===== src/rtl/pes_pkg.sv =====
package pes_pkg;
  typedef enum logic [2:0] {
    CMD_NONE   = 3'd0,
    CMD_PROG   = 3'd1,
    CMD_ERASE  = 3'd2,
    CMD_SUSP   = 3'd3,
    CMD_RESUME = 3'd4,
    CMD_READ   = 3'd5,
    CMD_CLEAR  = 3'd6
  } cmd_e;

  typedef enum logic [1:0] {
    SQ_IDLE   = 2'd0,
    SQ_BUSY   = 2'd1,
    SQ_PAUSE  = 2'd2,
    SQ_SETTLE = 2'd3
  } seq_st_e;

  // operation kind, also the index of its parked-context slot
  localparam int KIND_PROG  = 0;
  localparam int KIND_ERASE = 1;
  localparam int NUM_KINDS  = 2;

  // status bit positions
  localparam int SB_READY = 0;
  localparam int SB_ESUSP = 1;
  localparam int SB_PSUSP = 2;
  localparam int SB_PERR  = 3;
  localparam int SB_EERR  = 4;
  localparam int SB_SERR  = 5;
  localparam int SB_W     = 6;
endpackage


===== src/rtl/pes_slot.sv =====
module pes_slot #(
  parameter int BLK_W = 8
) (
  input  logic             clk_i,
  input  logic             rst_ni,
  input  logic             set_i,
  input  logic             clr_i,
  input  logic [BLK_W-1:0] blk_i,
  output logic             vld_o,
  output logic [BLK_W-1:0] blk_o
);
  logic             vld_d;
  logic             blk_en;

  assign blk_en = set_i;

  always_comb begin
    vld_d = vld_o;
    if (clr_i) vld_d = 1'b0;
    if (set_i) vld_d = 1'b1;
  end

  always_ff @(posedge clk_i or negedge rst_ni) begin
    if (!rst_ni) begin
      vld_o <= 1'b0;
      blk_o <= '0;
    end else begin
      vld_o <= vld_d;
      if (blk_en) blk_o <= blk_i;
    end
  end
endmodule


===== src/rtl/pes_settle.sv =====
module pes_settle #(
  parameter int LAT = 4
) (
  input  logic clk_i,
  input  logic rst_ni,
  input  logic load_i,
  output logic expire_o
);
  localparam int CW = $clog2(LAT + 1);

  logic [CW-1:0] cnt_q, cnt_d;
  logic          cnt_en;

  assign cnt_en   = load_i || (cnt_q != '0);
  assign expire_o = (cnt_q == CW'(1));

  always_comb begin
    cnt_d = cnt_q;
    if (load_i)            cnt_d = CW'(LAT - 1);
    else if (cnt_q != '0)  cnt_d = cnt_q - CW'(1);
  end

  always_ff @(posedge clk_i or negedge rst_ni) begin
    if (!rst_ni)     cnt_q <= '0;
    else if (cnt_en) cnt_q <= cnt_d;
  end
endmodule


===== src/rtl/pes_guard.sv =====
module pes_guard
  import pes_pkg::*;
#(
  parameter int BLK_W = 8
) (
  input  logic                            idle_i,
  input  logic [2:0]                      op_i,
  input  logic [BLK_W-1:0]                blk_i,
  input  logic [NUM_KINDS-1:0]            park_vld_i,
  input  logic [NUM_KINDS-1:0][BLK_W-1:0] park_blk_i,
  output logic                            go_prog_o,
  output logic                            go_erase_o,
  output logic                            go_read_o,
  output logic                            go_resume_o,
  output logic                            seq_err_o
);
  logic hit_prog, hit_erase;

  assign hit_prog  = park_vld_i[KIND_PROG]  && (blk_i == park_blk_i[KIND_PROG]);
  assign hit_erase = park_vld_i[KIND_ERASE] && (blk_i == park_blk_i[KIND_ERASE]);

  always_comb begin
    go_prog_o   = 1'b0;
    go_erase_o  = 1'b0;
    go_read_o   = 1'b0;
    go_resume_o = 1'b0;
    seq_err_o   = 1'b0;
    case (cmd_e'(op_i))
      CMD_PROG: begin
        if (!idle_i || park_vld_i[KIND_PROG] || hit_erase) seq_err_o = 1'b1;
        else                                               go_prog_o = 1'b1;
      end
      CMD_ERASE: begin
        if (!idle_i || (park_vld_i != '0)) seq_err_o  = 1'b1;
        else                               go_erase_o = 1'b1;
      end
      CMD_READ: begin
        if (!idle_i || hit_prog || hit_erase) seq_err_o = 1'b1;
        else                                  go_read_o = 1'b1;
      end
      CMD_RESUME: begin
        if (!idle_i)                 seq_err_o   = 1'b1;
        else if (park_vld_i != '0)   go_resume_o = 1'b1;
      end
      default: ;
    endcase
  end
endmodule


===== src/rtl/pes_seq.sv =====
module pes_seq
  import pes_pkg::*;
#(
  parameter int BLK_COUNT = 135,
  parameter int SUSP_LAT  = 4,
  parameter int BLK_W     = $clog2(BLK_COUNT)
) (
  input  logic             clk_i,
  input  logic             rst_ni,
  input  logic [2:0]       cmd_op_i,
  input  logic [BLK_W-1:0] cmd_blk_i,
  input  logic             eng_pause_ack_i,
  input  logic             eng_done_i,
  input  logic             eng_fail_i,
  output logic             eng_start_o,
  output logic             eng_cont_o,
  output logic             eng_pause_o,
  output logic             eng_kind_o,
  output logic [BLK_W-1:0] eng_blk_o,
  output logic             rd_ok_o,
  output logic [5:0]       status_o
);
  seq_st_e                       state_q, state_d;
  logic                          kind_q, kind_d;
  logic [BLK_W-1:0]              blk_q, blk_d;
  logic                          perr_q, perr_d, eerr_q, eerr_d, serr_q, serr_d;
  logic                          start_d, cont_d, rdok_d;
  logic                          start_q, cont_q, rdok_q;
  logic                          settle_load, settle_exp;
  logic [NUM_KINDS-1:0]          slot_set, slot_clr, slot_vld;
  logic [NUM_KINDS-1:0][BLK_W-1:0] slot_blk;
  logic                          go_prog, go_erase, go_read, go_resume, seq_err;
  logic                          clr_err, is_idle;

  assign is_idle = (state_q == SQ_IDLE);
  assign clr_err = (cmd_op_i == CMD_CLEAR);

  pes_guard #(.BLK_W(BLK_W)) u_guard (
    .idle_i      (is_idle),
    .op_i        (cmd_op_i),
    .blk_i       (cmd_blk_i),
    .park_vld_i  (slot_vld),
    .park_blk_i  (slot_blk),
    .go_prog_o   (go_prog),
    .go_erase_o  (go_erase),
    .go_read_o   (go_read),
    .go_resume_o (go_resume),
    .seq_err_o   (seq_err)
  );

  pes_settle #(.LAT(SUSP_LAT)) u_settle (
    .clk_i    (clk_i),
    .rst_ni   (rst_ni),
    .load_i   (settle_load),
    .expire_o (settle_exp)
  );

  for (genvar g = 0; g < NUM_KINDS; g++) begin : g_park
    pes_slot #(.BLK_W(BLK_W)) u_slot (
      .clk_i  (clk_i),
      .rst_ni (rst_ni),
      .set_i  (slot_set[g]),
      .clr_i  (slot_clr[g]),
      .blk_i  (blk_q),
      .vld_o  (slot_vld[g]),
      .blk_o  (slot_blk[g])
    );
  end

  always_comb begin
    state_d     = state_q;
    kind_d      = kind_q;
    blk_d       = blk_q;
    start_d     = 1'b0;
    cont_d      = 1'b0;
    rdok_d      = go_read;
    settle_load = 1'b0;
    slot_set    = '0;
    slot_clr    = '0;
    perr_d      = perr_q & ~clr_err;
    eerr_d      = eerr_q & ~clr_err;
    serr_d      = (serr_q & ~clr_err) | seq_err;
    case (state_q)
      SQ_IDLE: begin
        if (go_prog || go_erase) begin
          start_d = 1'b1;
          kind_d  = go_erase;
          blk_d   = cmd_blk_i;
          state_d = SQ_BUSY;
        end else if (go_resume) begin
          cont_d  = 1'b1;
          state_d = SQ_BUSY;
          if (slot_vld[KIND_PROG]) begin
            kind_d             = 1'b0;
            blk_d              = slot_blk[KIND_PROG];
            slot_clr[KIND_PROG] = 1'b1;
          end else begin
            kind_d              = 1'b1;
            blk_d               = slot_blk[KIND_ERASE];
            slot_clr[KIND_ERASE] = 1'b1;
          end
        end
      end
      SQ_BUSY, SQ_PAUSE: begin
        if (eng_done_i) begin
          state_d = SQ_IDLE;
          if (eng_fail_i) begin
            if (kind_q) eerr_d = 1'b1;
            else        perr_d = 1'b1;
          end
        end else if (state_q == SQ_BUSY) begin
          if (cmd_op_i == CMD_SUSP) state_d = SQ_PAUSE;
        end else if (eng_pause_ack_i) begin
          settle_load = 1'b1;
          state_d     = SQ_SETTLE;
        end
      end
      SQ_SETTLE: begin
        if (settle_exp) begin
          state_d          = SQ_IDLE;
          slot_set[kind_q] = 1'b1;
        end
      end
      default: state_d = SQ_IDLE;
    endcase
  end

  always_ff @(posedge clk_i or negedge rst_ni) begin
    if (!rst_ni) begin
      state_q <= SQ_IDLE;
      kind_q  <= 1'b0;
      blk_q   <= '0;
      perr_q  <= 1'b0;
      eerr_q  <= 1'b0;
      serr_q  <= 1'b0;
      start_q <= 1'b0;
      cont_q  <= 1'b0;
      rdok_q  <= 1'b0;
    end else begin
      state_q <= state_d;
      kind_q  <= kind_d;
      blk_q   <= blk_d;
      perr_q  <= perr_d;
      eerr_q  <= eerr_d;
      serr_q  <= serr_d;
      start_q <= start_d;
      cont_q  <= cont_d;
      rdok_q  <= rdok_d;
    end
  end

  assign eng_start_o = start_q;
  assign eng_cont_o  = cont_q;
  assign rd_ok_o     = rdok_q;
  assign eng_pause_o = (state_q == SQ_PAUSE);
  assign eng_kind_o  = kind_q;
  assign eng_blk_o   = blk_q;

  always_comb begin
    status_o           = '0;
    status_o[SB_READY] = is_idle;
    status_o[SB_ESUSP] = slot_vld[KIND_ERASE];
    status_o[SB_PSUSP] = slot_vld[KIND_PROG];
    status_o[SB_PERR]  = perr_q;
    status_o[SB_EERR]  = eerr_q;
    status_o[SB_SERR]  = serr_q;
  end
endmodule


===== config.mk =====
export PLATFORM = sky130hd
export DESIGN_NAME = pes_seq
export DESIGN_NICKNAME = d
export VERILOG_FILES = /design/src/rtl/pes_pkg.sv /design/src/rtl/pes_slot.sv /design/src/rtl/pes_settle.sv /design/src/rtl/pes_guard.sv /design/src/rtl/pes_seq.sv
export SDC_FILE = /design/constraint.sdc
export NUM_CORES = 1
export LEC_CHECK = 0
export BUFFER_PORTS_ARGS = -buffer_cell sky130_fd_sc_hd__buf_4
export CORE_MARGIN = 4
export CORE_UTILIZATION = 50
export CTS_CLUSTER_DIAMETER = 150
export DETAILED_ROUTE_END_ITERATION = 8
export PLACE_DENSITY = 0.79
export SLEW_MARGIN = 40
export SYNTH_ARGS = -nofsm -noshare
export SYNTH_HDL_FRONTEND = slang
export SYNTH_SLANG_ARGS = --single-unit

===== constraint.sdc =====
create_clock -name clk_i -period 2.8 [get_ports clk_i]
set_input_delay 0.42 -clock clk_i [delete_from_list [all_inputs] [get_ports clk_i]]
set_output_delay 0.42 -clock clk_i [all_outputs]
set_load 0.03 [all_outputs]

==> summary.txt, run 1 <==
Cells and area
  – Area Overhead vs Synth: 17.2%
  – Number of diodes: 0
  – Share of cells above drive strength 1: between 30% and 40%
  – Finished Layout Cells: 276
  – Nets: between 200 and 300

Placement
  – Placer Congestion: 0.844
  – Post-DP HPWL: 3000 um
  – Port Buffers: 34
  – DP Cell Count: 268

STA
  – Final hold violations: 0
  – Max Slew Vio Count: 0
  – Final Setup Violations: 0
  – F_max: 437 MHz
  – Final Skew: 0.00522 ns
  – Worst slew margin: 55.4%
  – Tcrit/Tclk final: 81.7%
  – Setup TNS: 0 ns
  – Tmin final: 2.29 ns
  – RSZ-0062 raised after global routing: no
  – Final hold slack: ~0.08 ns
  – Worst-Margin Slew: between 0.6 and 0.7 ns

Yosys
  – Syn Inst Count: 191
  – Number of synthesized register bits: 38
  – Async set-reset flop share out of synthesis: between 90% and 100%
  – Syn Nets: 216
  – Sequential area share after synthesis: 44.7%
  – Post-synthesis cell area: 0.00213 sq mm
  – Top_reg_cell synth: dfrtp_1
  – Synth cell types: 36
  – Syn Area/Cell: 11.1 sq um
  – Synth warn: 0
  – Post-synth EDFFs: 0

Routing
  – Via Count: 1480
  – TritonRoute pass-1 iters: 4
  – Vias per inst: between 5 and 6
  – DRT iter0 DRCs: 93
  – DR WL/cell: 15.1 um
  – WL final: 4170 um
  – DRC viols: 0
  – Post-DRT Antenna Nets: 0

Floorplanning
  – Die outline height: 73.2 um
  – Initial Util: a little over half
  – Die area: approximately 0.0054 sq mm
  – Placeable Area: between 0.004 and 0.005 sq mm
  – Io pins: 35
  – Row count: 23
  – Die Wd: 73.2 um

Setup path
  – Required @ worst endpoint: 2.98 ns
  – Critical path class: register to register
  – Max incr delay on CP: 0.41 ns
  – Critical-path cell list: inv_1, ha_1, and4bb_2, o21ai_1, buf_4, and3_1, a311oi_2, mux2_2
  – Critical path startpoint category: register
  – Crit Path Max Fanout: 9
  – Critical path data arrival time: 2.47 ns
  – Worst setup EP type: register
  – Reg2reg setup slack: 0.51 ns
  – Crit-path slowest cell: dfrtp_1

Clock tree
  – CTS resizes: 0
  – Worst-path clk slew: 0.07 ns
  – CTS tree: done
  – H-tree levels: 2
  – CTS sink count: 38
  – Worst-Skew Late Latency: 0.29 ns
  – Total CTS buffers: 5
  – Post-CTS setup buffer count: 0
  – Hold_buf cts: 0
  – Root Buffer: clkbuf_8
  – CTS max path bufs: 2

Global route
  – Gr busiest metal: met2
  – Initial antenna violation count: 0
  – Largest net degree at the start of global routing: 39
  – First-pass GRT wire length: around 7100 um
  – GR Util met1: 23.6%
  – Vias in the first global route: 1523
  – Total Routing Usage GR: ~18%
  – Total congestion overflow: 0
  – GR Util met2: 27.3%
  – Grt met3 use: 4.41%

Pwr
  – Total power draw: 2.50 mW
  – Pleak: 1.17 nW
  – Power density over the cells: about 1000 mW/mm^2
  – VDD IR max: 0.450 mV

Hold path
  – Hold Path Class: input pin to asynchronous set/reset pin

Run status
  – Status: completed

Flow run
  – Max-Cap Viols: 0
==> state kept, by name, indices dropped and copies added, names as in the netlist <==
| register | count |
|---|---|
| g_park.u_slot.blk_o | 16 |
| eng_blk_o | 8 |
| u_settle.cnt_q | 3 |
| g_park.u_slot.vld_o | 2 |
| state_q | 2 |
| eerr_q | 1 |
| eng_cont_o | 1 |
| eng_kind_o | 1 |
| eng_start_o | 1 |
| perr_q | 1 |
| rd_ok_o | 1 |
| serr_q | 1 |
==> area by class of cell <==
cell class / instances / area (sq um)
clock buffer: 7 / 86.3
timing repair buffer: 37 / 278
inverter: 9 / 33.8
multi-input combinational: 134 / 1080
clock inverter: 1 / 5.00
fill: 351 / 1570
tap: 50 / 62.6
sequential: 38 / 951
==> metal layers <==
layer  part of all wire (%)  up-vias
met3                    5.0        5
li1                       -      735
met4                    1.3        0
met1                     47      709
met5                      0        -
met2                     47       31
==> cells by family (layout without fill, tap and decap cells) <==
| group | Yosys count | count (layout) | share of synthesized area, % |
|---|---|---|---|
| simple gates | 45 | 45 | 11.8 |
| xor+xnor | 17 | 17 | 7.00 |
| compound gates | 27 | 27 | 7.88 |
| mux | 36 | 36 | 18.6 |
| flops | 38 | 38 | 44.7 |
| fa+ha+maj | 9 | 9 | 5.29 |
| buf+inv | 19 | 54 | 4.71 |
==> report_power, final <==
group | internal, mW | switching [mW] | total [mW]
registers | 0.753 | 0.223 | 0.976
clock network | 0.199 | 0.188 | 0.386
logic | 0.548 | 0.589 | 1.14
==> worst max-delay path: cells and delay by family (launching register included) <==
| kind | cells | cell delay [ns] |
|---|---|---|
| DFF | 1 | 0.41 |
| buffers and inverters | 2 | 0.33 |
| adders and majority gates | 1 | 0.32 |
| AOI/OAI and AO/OA | 2 | 0.32 |
| muxes | 1 | 0.37 |
| and+or+nand+nor | 2 | 0.43 |
==> final timing paths <==
kind / cells after the start / startpoint / endpoint
setup / recovery: 8 / state_q[0]$_DFFE_PN0P_ / state_q[1]$_DFFE_PN0P_
hold / removal: 1 / rst_ni / u_settle.cnt_q[2]$_DFFE_PN0P_
setup reg to reg: 8 / state_q[0]$_DFFE_PN0P_ / state_q[1]$_DFFE_PN0P_
hold reg to reg: 2 / eerr_q$_DFF_PN0_ / eerr_q$_DFF_PN0_
max in group asynchronous: 1 / rst_ni / eng_blk_o[3]$_DFFE_PN0P_
min in group clk_i: 2 / cmd_blk_i[7] / eng_blk_o[7]$_DFFE_PN0P_
==> per-stage QoR <==
step                setup slack (ns)  util, %  cell area, sq um
detailed placement             0.523     59.2              2400
CTS                            0.512     61.4              2490
floorplan                      0.814        -              2130
global placement               0.588     59.2              2400
global route                   0.363     61.4              2490
finish                         0.513     61.4              2490
==> layout by cell type, fill, tap and decap left out, types with 2 or more instances in the layout <==
cell type	n
nor2_1	2
nand4_1	3
xor2_1	3
xnor2_1	14
o21ai_0	17
ha_1	9
nor3_1	3
mux2i_1	8
nor2b_1	2
dfrtp_1	38
nand3b_1	2
mux2_2	28
buf_4	37
nand2b_1	2
nand3_1	4
clkbuf_8	6
a21o_1	2
nand2_1	19
inv_1	9
==> synth_stat cells (3+ instances only) <==
master	n	share of area [%]
dfrtp_1	38	45
mux2_2	28	15
nand2_1	19	3.4
o21ai_0	17	4.0
xnor2_1	14	5.8
ha_1	9	5.3
inv_1	9	1.6
mux2i_1	8	3.8
buf_4	7	2.5
nand3_1	4	0.94
nand4_1	3	0.88
nor3_1	3	0.71
xor2_1	3	1.2
Power figures use the tool's default switching activity.
==> run 2: changes to the inputs <==
clock period = 2.2 ns   (was 2.8 ns; I/O delays follow)
==> run 2 against run 1 <==
  * The flow now finishes with violations (hold timing)
  * Global-route usage fell by 0.073 points
  * Fmax rose by 11%
  * Sequential share of layout area fell by 0.23 points
  * Core utilization rose by 0.37 points
  * Clock power rose by 26%
  * Via count rose by 1.8%
  * Critical path type unchanged
  * Critical endpoint unchanged
==> summary.txt, run 2 (same netlist as run 1, synthesis figures left out) <==
Clock tree
  – Worst-path clk slew: 0.08 ns
  – Hold_buf cts: 0
  – Root Buffer: clkbuf_8
  – Worst-Skew Late Latency: 0.29 ns
  – CTS sink count: 38
  – Total CTS buffers: 5
  – CTS resizes: 0
  – H-tree levels: 2
  – CTS max path bufs: 2
  – Post-CTS setup buffer count: 0
  – CTS tree: done

STA
  – Worst slew margin: 64.7%
  – Worst-Margin Slew: 0.528 ns
  – Setup TNS: 0 ns
  – PnR worst setup slack: 0.132 ns
  – Final Skew: about 0.008 ns
  – Final Setup Violations: 0
  – F_max: just under 500 MHz
  – RSZ-0062 raised after global routing: no
  – Final hold violations: 3
  – Tmin final: 2.07 ns
  – Max Slew Vio Count: 0
  – Final hold slack: -0.00530 ns
  – Tcrit/Tclk final: 94.0%

Global route
  – Grt met3 use: 4.96%
  – First-pass GRT wire length: 7100 um
  – Vias in the first global route: 1513
  – GR Util met1: about 23%
  – GR Util met2: around 27%
  – Total congestion overflow: 0
  – Initial antenna violation count: 0
  – Total Routing Usage GR: 17.5%
  – Gr busiest metal: met2
  – Largest net degree at the start of global routing: 39

Routing
  – TritonRoute pass-1 iters: 4
  – Vias per inst: 5.42
  – WL final: 4180 um
  – DRT iter0 DRCs: 57
  – Post-DRT Antenna Nets: 0
  – DR WL/cell: 15.0 um
  – Via Count: 1506
  – DRC viols: 0

Floorplanning
  – Die area: 0.00536 sq mm
  – Die Wd: 73.2 um
  – Row count: 23
  – Io pins: 35
  – Die outline height: between 70 and 80 um
  – Placeable Area: between 0.004 and 0.005 sq mm
  – Initial Util: 52.4%

Pwr
  – Sequential Power Share: between 30% and 40%
  – Int Pwr: 1.93 mW
  – Switching share of power: roughly two fifths
  – Pleak: 1.18 nW
  – Power density over the cells: 1270 mW/mm^2
  – Switching Power: 1.27 mW
  – Comb pwr share: between 40% and 50%
  – VDD IR max: 0.682 mV
  – Clk pwr share: 15.2%
  – Total power draw: 3.20 mW

Cells and area
  – Largest reg by FF count: g_park.u_slot.blk_o
  – Number of diodes: 0
  – Largest register FFs: 16
  – Commonest non-fill, non-tap cells in the layout: buf_4 (39), dfrtp_1 (38), mux2_2 (28)
  – Filler Cell Count: 346
  – Area Overhead vs Synth: 17.9%
  – Share of cells above drive strength 1: 34.6%
  – Core Util, Final: 61.8%
  – Nets: between 200 and 300
  – Commonest non-fill, non-tap cell in the layout: buf_4

Placement
  – Placer Congestion: between 0.7 and 0.8
  – Port Buffers: 34
  – Post-DP HPWL: 2990 um
  – Pre-CTS setup slack: between 0.1 and 0.15 ns

Setup path
  – Critical path class: register to register
  – Critical path data arrival time: around 2.3 ns
  – FF-to-FF Start: state_q[0]$_DFFE_PN0P_
  – Worst setup EP type: register
  – Critical path startpoint category: register
  – Crit Path Max Fanout: 5
  – Reg2reg setup slack: 0.13 ns
  – R2r worst-path depth: 7
  – RR Endpoint: state_q[1]$_DFFE_PN0P_
  – Required @ worst endpoint: 2.38 ns

Run status
  – Failing checks: hold timing
  – Status: finished, violations left

Hold path
  – Hold Path Class: input pin to asynchronous set/reset pin

Flow run
  – Max-Cap Viols: 0
run 2: changes by cell type in the layout (fill, tap and decap cells not counted):
cell   change
buf_4      +2
run 2: stage by stage:
step / instance area, sq um / std cells / hold WS (ns)
2_1_floorplan: 2130 / 191 / 0.0344
3_3_place_gp: 2420 / 270 / 0.325
3_5_place_dp: 2420 / 270 / 0.329
4_1_cts: 2510 / 278 / 0.0144
5_1_grt: 2510 / 278 / 0.0272
6_report: 2510 / 278 / -0.00530
run 2: power by group through the flow:
stage / logic (mW) / clock network, mW / registers, mW
after floorplan: 1.02 / 0 / 1.31
final: 1.51 / 0.485 / 1.20
after global routing: 1.66 / 0.532 / 1.24
after global placement: 1.50 / 0 / 1.20
after detailed placement: 1.52 / 0 / 1.21
after CTS: 1.53 / 0.508 / 1.20
run 2: area by class of cell:
class	count	area [sq um]	area share, %
flip-flops and latches	38	951	37.9
inverters	9	33.8	1.35
well taps	50	62.6	2.50
clock inverters	1	5.00	0.200
clock buffers	7	86.3	3.44
repair buffers	39	293	11.7
multi-input cells	134	1080	42.9
run 2: how the worst max path moves through the flow:
stage                           startpoint                     end
floorplan           state_q[0]$_DFFE_PN0P_  state_q[0]$_DFFE_PN0P_
global placement    state_q[0]$_DFFE_PN0P_  state_q[1]$_DFFE_PN0P_
detailed placement  state_q[0]$_DFFE_PN0P_  state_q[1]$_DFFE_PN0P_
CTS                 state_q[0]$_DFFE_PN0P_  state_q[1]$_DFFE_PN0P_
global route        state_q[0]$_DFFE_PN0P_  state_q[0]$_DFFE_PN0P_
finish              state_q[0]$_DFFE_PN0P_  state_q[1]$_DFFE_PN0P_
run 2: critical path: stages, from the launching register on:
cell and delay (ns):
dfrtp_1 0.42, inv_1 0.13, ha_1 0.26, and4bb_2 0.23, o21ai_1 0.10, and3_1 0.19, a311oi_2 0.25, mux2_2 0.37
run 2: metal layers:
layer | vias up | part of all wire, %
li1 | 734 | -
met1 | 737 | 46
met2 | 31 | 48
met3 | 4 | 5.6
met4 | 0 | 1.2
met5 | - | 0
==> run 3: changes to the inputs <==
==> constraint.sdc (replaced) <==
create_clock -name clk_i -period 2.2 [get_ports clk_i]
set_input_delay 0.11 -clock clk_i [delete_from_list [all_inputs] [get_ports clk_i]]
set_output_delay 0.11 -clock clk_i [all_outputs]
set_load 0.03 [all_outputs]
==> run 3 against run 2 <==
  * The flow now finishes without violations
  * Via count decreased by 0.27%
  * Highest routed layer unchanged
  * Die area unchanged
  * Sequential power is essentially flat
  * Fmax about the same
  * Hold slack improved by 0.096 ns
  * Critical path type unchanged
  * Sequential share of layout area down 0.15 points
  * Clock skew is essentially flat
  * Count of clock-buffer cells in the layout is the same
==> summary.txt, run 3 (same netlist as run 1, synthesis figures left out) <==
Clock tree
  – CTS max path bufs: 2
  – Total CTS buffers: 5
  – CTS tree: done
  – Post-CTS setup buffer count: 0
  – Worst-Skew Late Latency: 0.29 ns
  – Worst-path clk slew: 0.08 ns
  – CTS sink count: 38
  – Hold_buf cts: 1
  – Root Buffer: clkbuf_8
  – H-tree levels: 2
  – CTS resizes: 0

Pwr
  – Sequential Power Share: between 30 and 40%
  – Power density over the cells: between 1000 and 1500 mW/mm^2
  – Comb pwr share: 47.4%
  – VDD IR max: 0.682 mV
  – Clk pwr share: around 15%
  – Switching Power: around 1.3 mW
  – Switching share of power: 39.6%
  – Int Pwr: between 1.5 and 2 mW
  – Pleak: 1.18 nW

Placement
  – DP Cell Count: 270
  – Placer Congestion: 0.758
  – Pre-CTS setup slack: 0.139 ns
  – Port Buffers: 34
  – Placed Instance Area: 0.00242 sq mm
  – Post-DP HPWL: 2990 um

STA
  – Final Setup Violations: 0
  – Worst-Margin Slew: 0.528 ns
  – RSZ-0062 raised after global routing: no
  – Final Skew: 0.00783 ns
  – Worst slew margin: 64.7%
  – Final hold violations: 0
  – F_max: 484 MHz
  – PnR worst setup slack: 0.132 ns
  – Tmin final: 2.07 ns
  – Max Slew Vio Count: 0
  – Tcrit/Tclk final: 94.0%
  – Setup TNS: 0 ns

Setup path
  – Critical path data arrival time: 2.25 ns
  – Crit-path slowest cell: dfrtp_1
  – Required @ worst endpoint: roughly 2.4 ns
  – Largest delay contributor family on the critical path: simple AND/OR/NAND/NOR gates
  – Worst setup EP type: register
  – Critical-path cell list: inv_1, ha_1, and4bb_2, o21ai_1, and3_1, a311oi_2, mux2_2
  – Critical path startpoint category: register
  – Critical path class: register to register
  – Max incr delay on CP: 0.42 ns
  – Worst path bufs/invs: 1
  – Crit Path Max Fanout: 5

Floorplanning
  – Die outline height: 73.2 um
  – Placeable Area: 0.00406 sq mm
  – Io pins: 35
  – Row count: 23
  – Initial Util: 52.4%
  – Die Wd: 73.2 um
  – Die area: between 0.005 and 0.006 sq mm

Cells and area
  – Reg area: ~950 sq um
  – Area occupied by multi-input gates: 0.00108 sq mm
  – Nets: 253
  – Share of cells above drive strength 1: between 30% and 40%
  – Commonest non-fill, non-tap cells in the layout: buf_4 (39), dfrtp_1 (38), mux2_2 (28)
  – Largest reg by FF count: g_park.u_slot.blk_o
  – Commonest non-fill, non-tap cell in the layout: buf_4
  – Finished Layout Cells: 279
  – Filler Cell Count: approximately 350
  – Largest register FFs: 16
  – Number of diodes: 0
  – Area Overhead vs Synth: 18.4%
  – Finished Cell Area: 0.00252 sq mm

Routing
  – Via Count: between 1500 and 2000
  – Vias per inst: 5.38
  – DRT iter0 DRCs: a little under 60
  – WL final: around 4200 um
  – Post-DRT Antenna Nets: 0
  – TritonRoute pass-1 iters: 4
  – DRC viols: 0
  – DR WL/cell: 15.0 um

Global route
  – Largest net degree at the start of global routing: 39
  – First-pass GRT wire length: between 7000 and 8000 um
  – Total Routing Usage GR: 17.5%
  – Initial antenna violation count: 0
  – Total congestion overflow: 0
  – Vias in the first global route: 1513

Flow run
  – Max-Cap Viols: 0

Hold path
  – Hold Path Class: input pin to register

Run status
  – Status: completed
==> run 3: cell count changes in the layout (fill, tap and decap cells not counted) <==
cell           delta
dlygate4sd3_1     +1
==> run 3: area by class of cell <==
| class | instances | area share (%) |
|---|---|---|
| clock inverters | 1 | 0.199 |
| inverters | 9 | 1.34 |
| repair buffers | 40 | 12.0 |
| flip-flops and latches | 38 | 37.8 |
| multi-input cells | 134 | 42.7 |
| clock buffers | 7 | 3.43 |
| well taps | 50 | 2.49 |
==> run 3: through the flow <==
step	hold slack, ns	util, %	total power, mW
global route	0.0813	62.0	3.44
detailed placement	0.109	59.5	2.73
CTS	0.0782	62.0	3.24
floorplan	-0.186	-	2.33
global placement	0.105	59.5	2.70
finish	0.0911	62.0	3.20
==> run 3: final timing paths <==
path	start	end	slack, ns	cells past startpoint
max	state_q[0]$_DFFE_PN0P_	state_q[1]$_DFFE_PN0P_	0.13	7
min	cmd_blk_i[3]	eng_blk_o[3]$_DFFE_PN0P_	0.09	2
max reg2reg	state_q[0]$_DFFE_PN0P_	state_q[1]$_DFFE_PN0P_	0.13	7
min reg2reg	eerr_q$_DFF_PN0_	eerr_q$_DFF_PN0_	0.49	2
max in group asynchronous	rst_ni	eng_blk_o[7]$_DFFE_PN0P_	1.52	2
min in group asynchronous	rst_ni	u_settle.cnt_q[2]$_DFFE_PN0P_	0.33	2
==> run 3: power by group through the flow <==
stage	registers [mW]	clock network [mW]	logic (mW)
2_1_floorplan	1.31	0	1.02
3_3_place_gp	1.20	0	1.50
3_5_place_dp	1.21	0	1.52
4_1_cts	1.20	0.508	1.53
5_1_grt	1.24	0.532	1.67
6_report	1.20	0.484	1.51
==> run 3: layer usage <==
metal,global-route usage (%),part of all wire [%],vias to the layer above
met3,4.82,5.4,4
met2,27.2,48,33
met1,23.2,46,729
li1,-,-,736
met5,0,0,-
met4,6.76,1.2,0
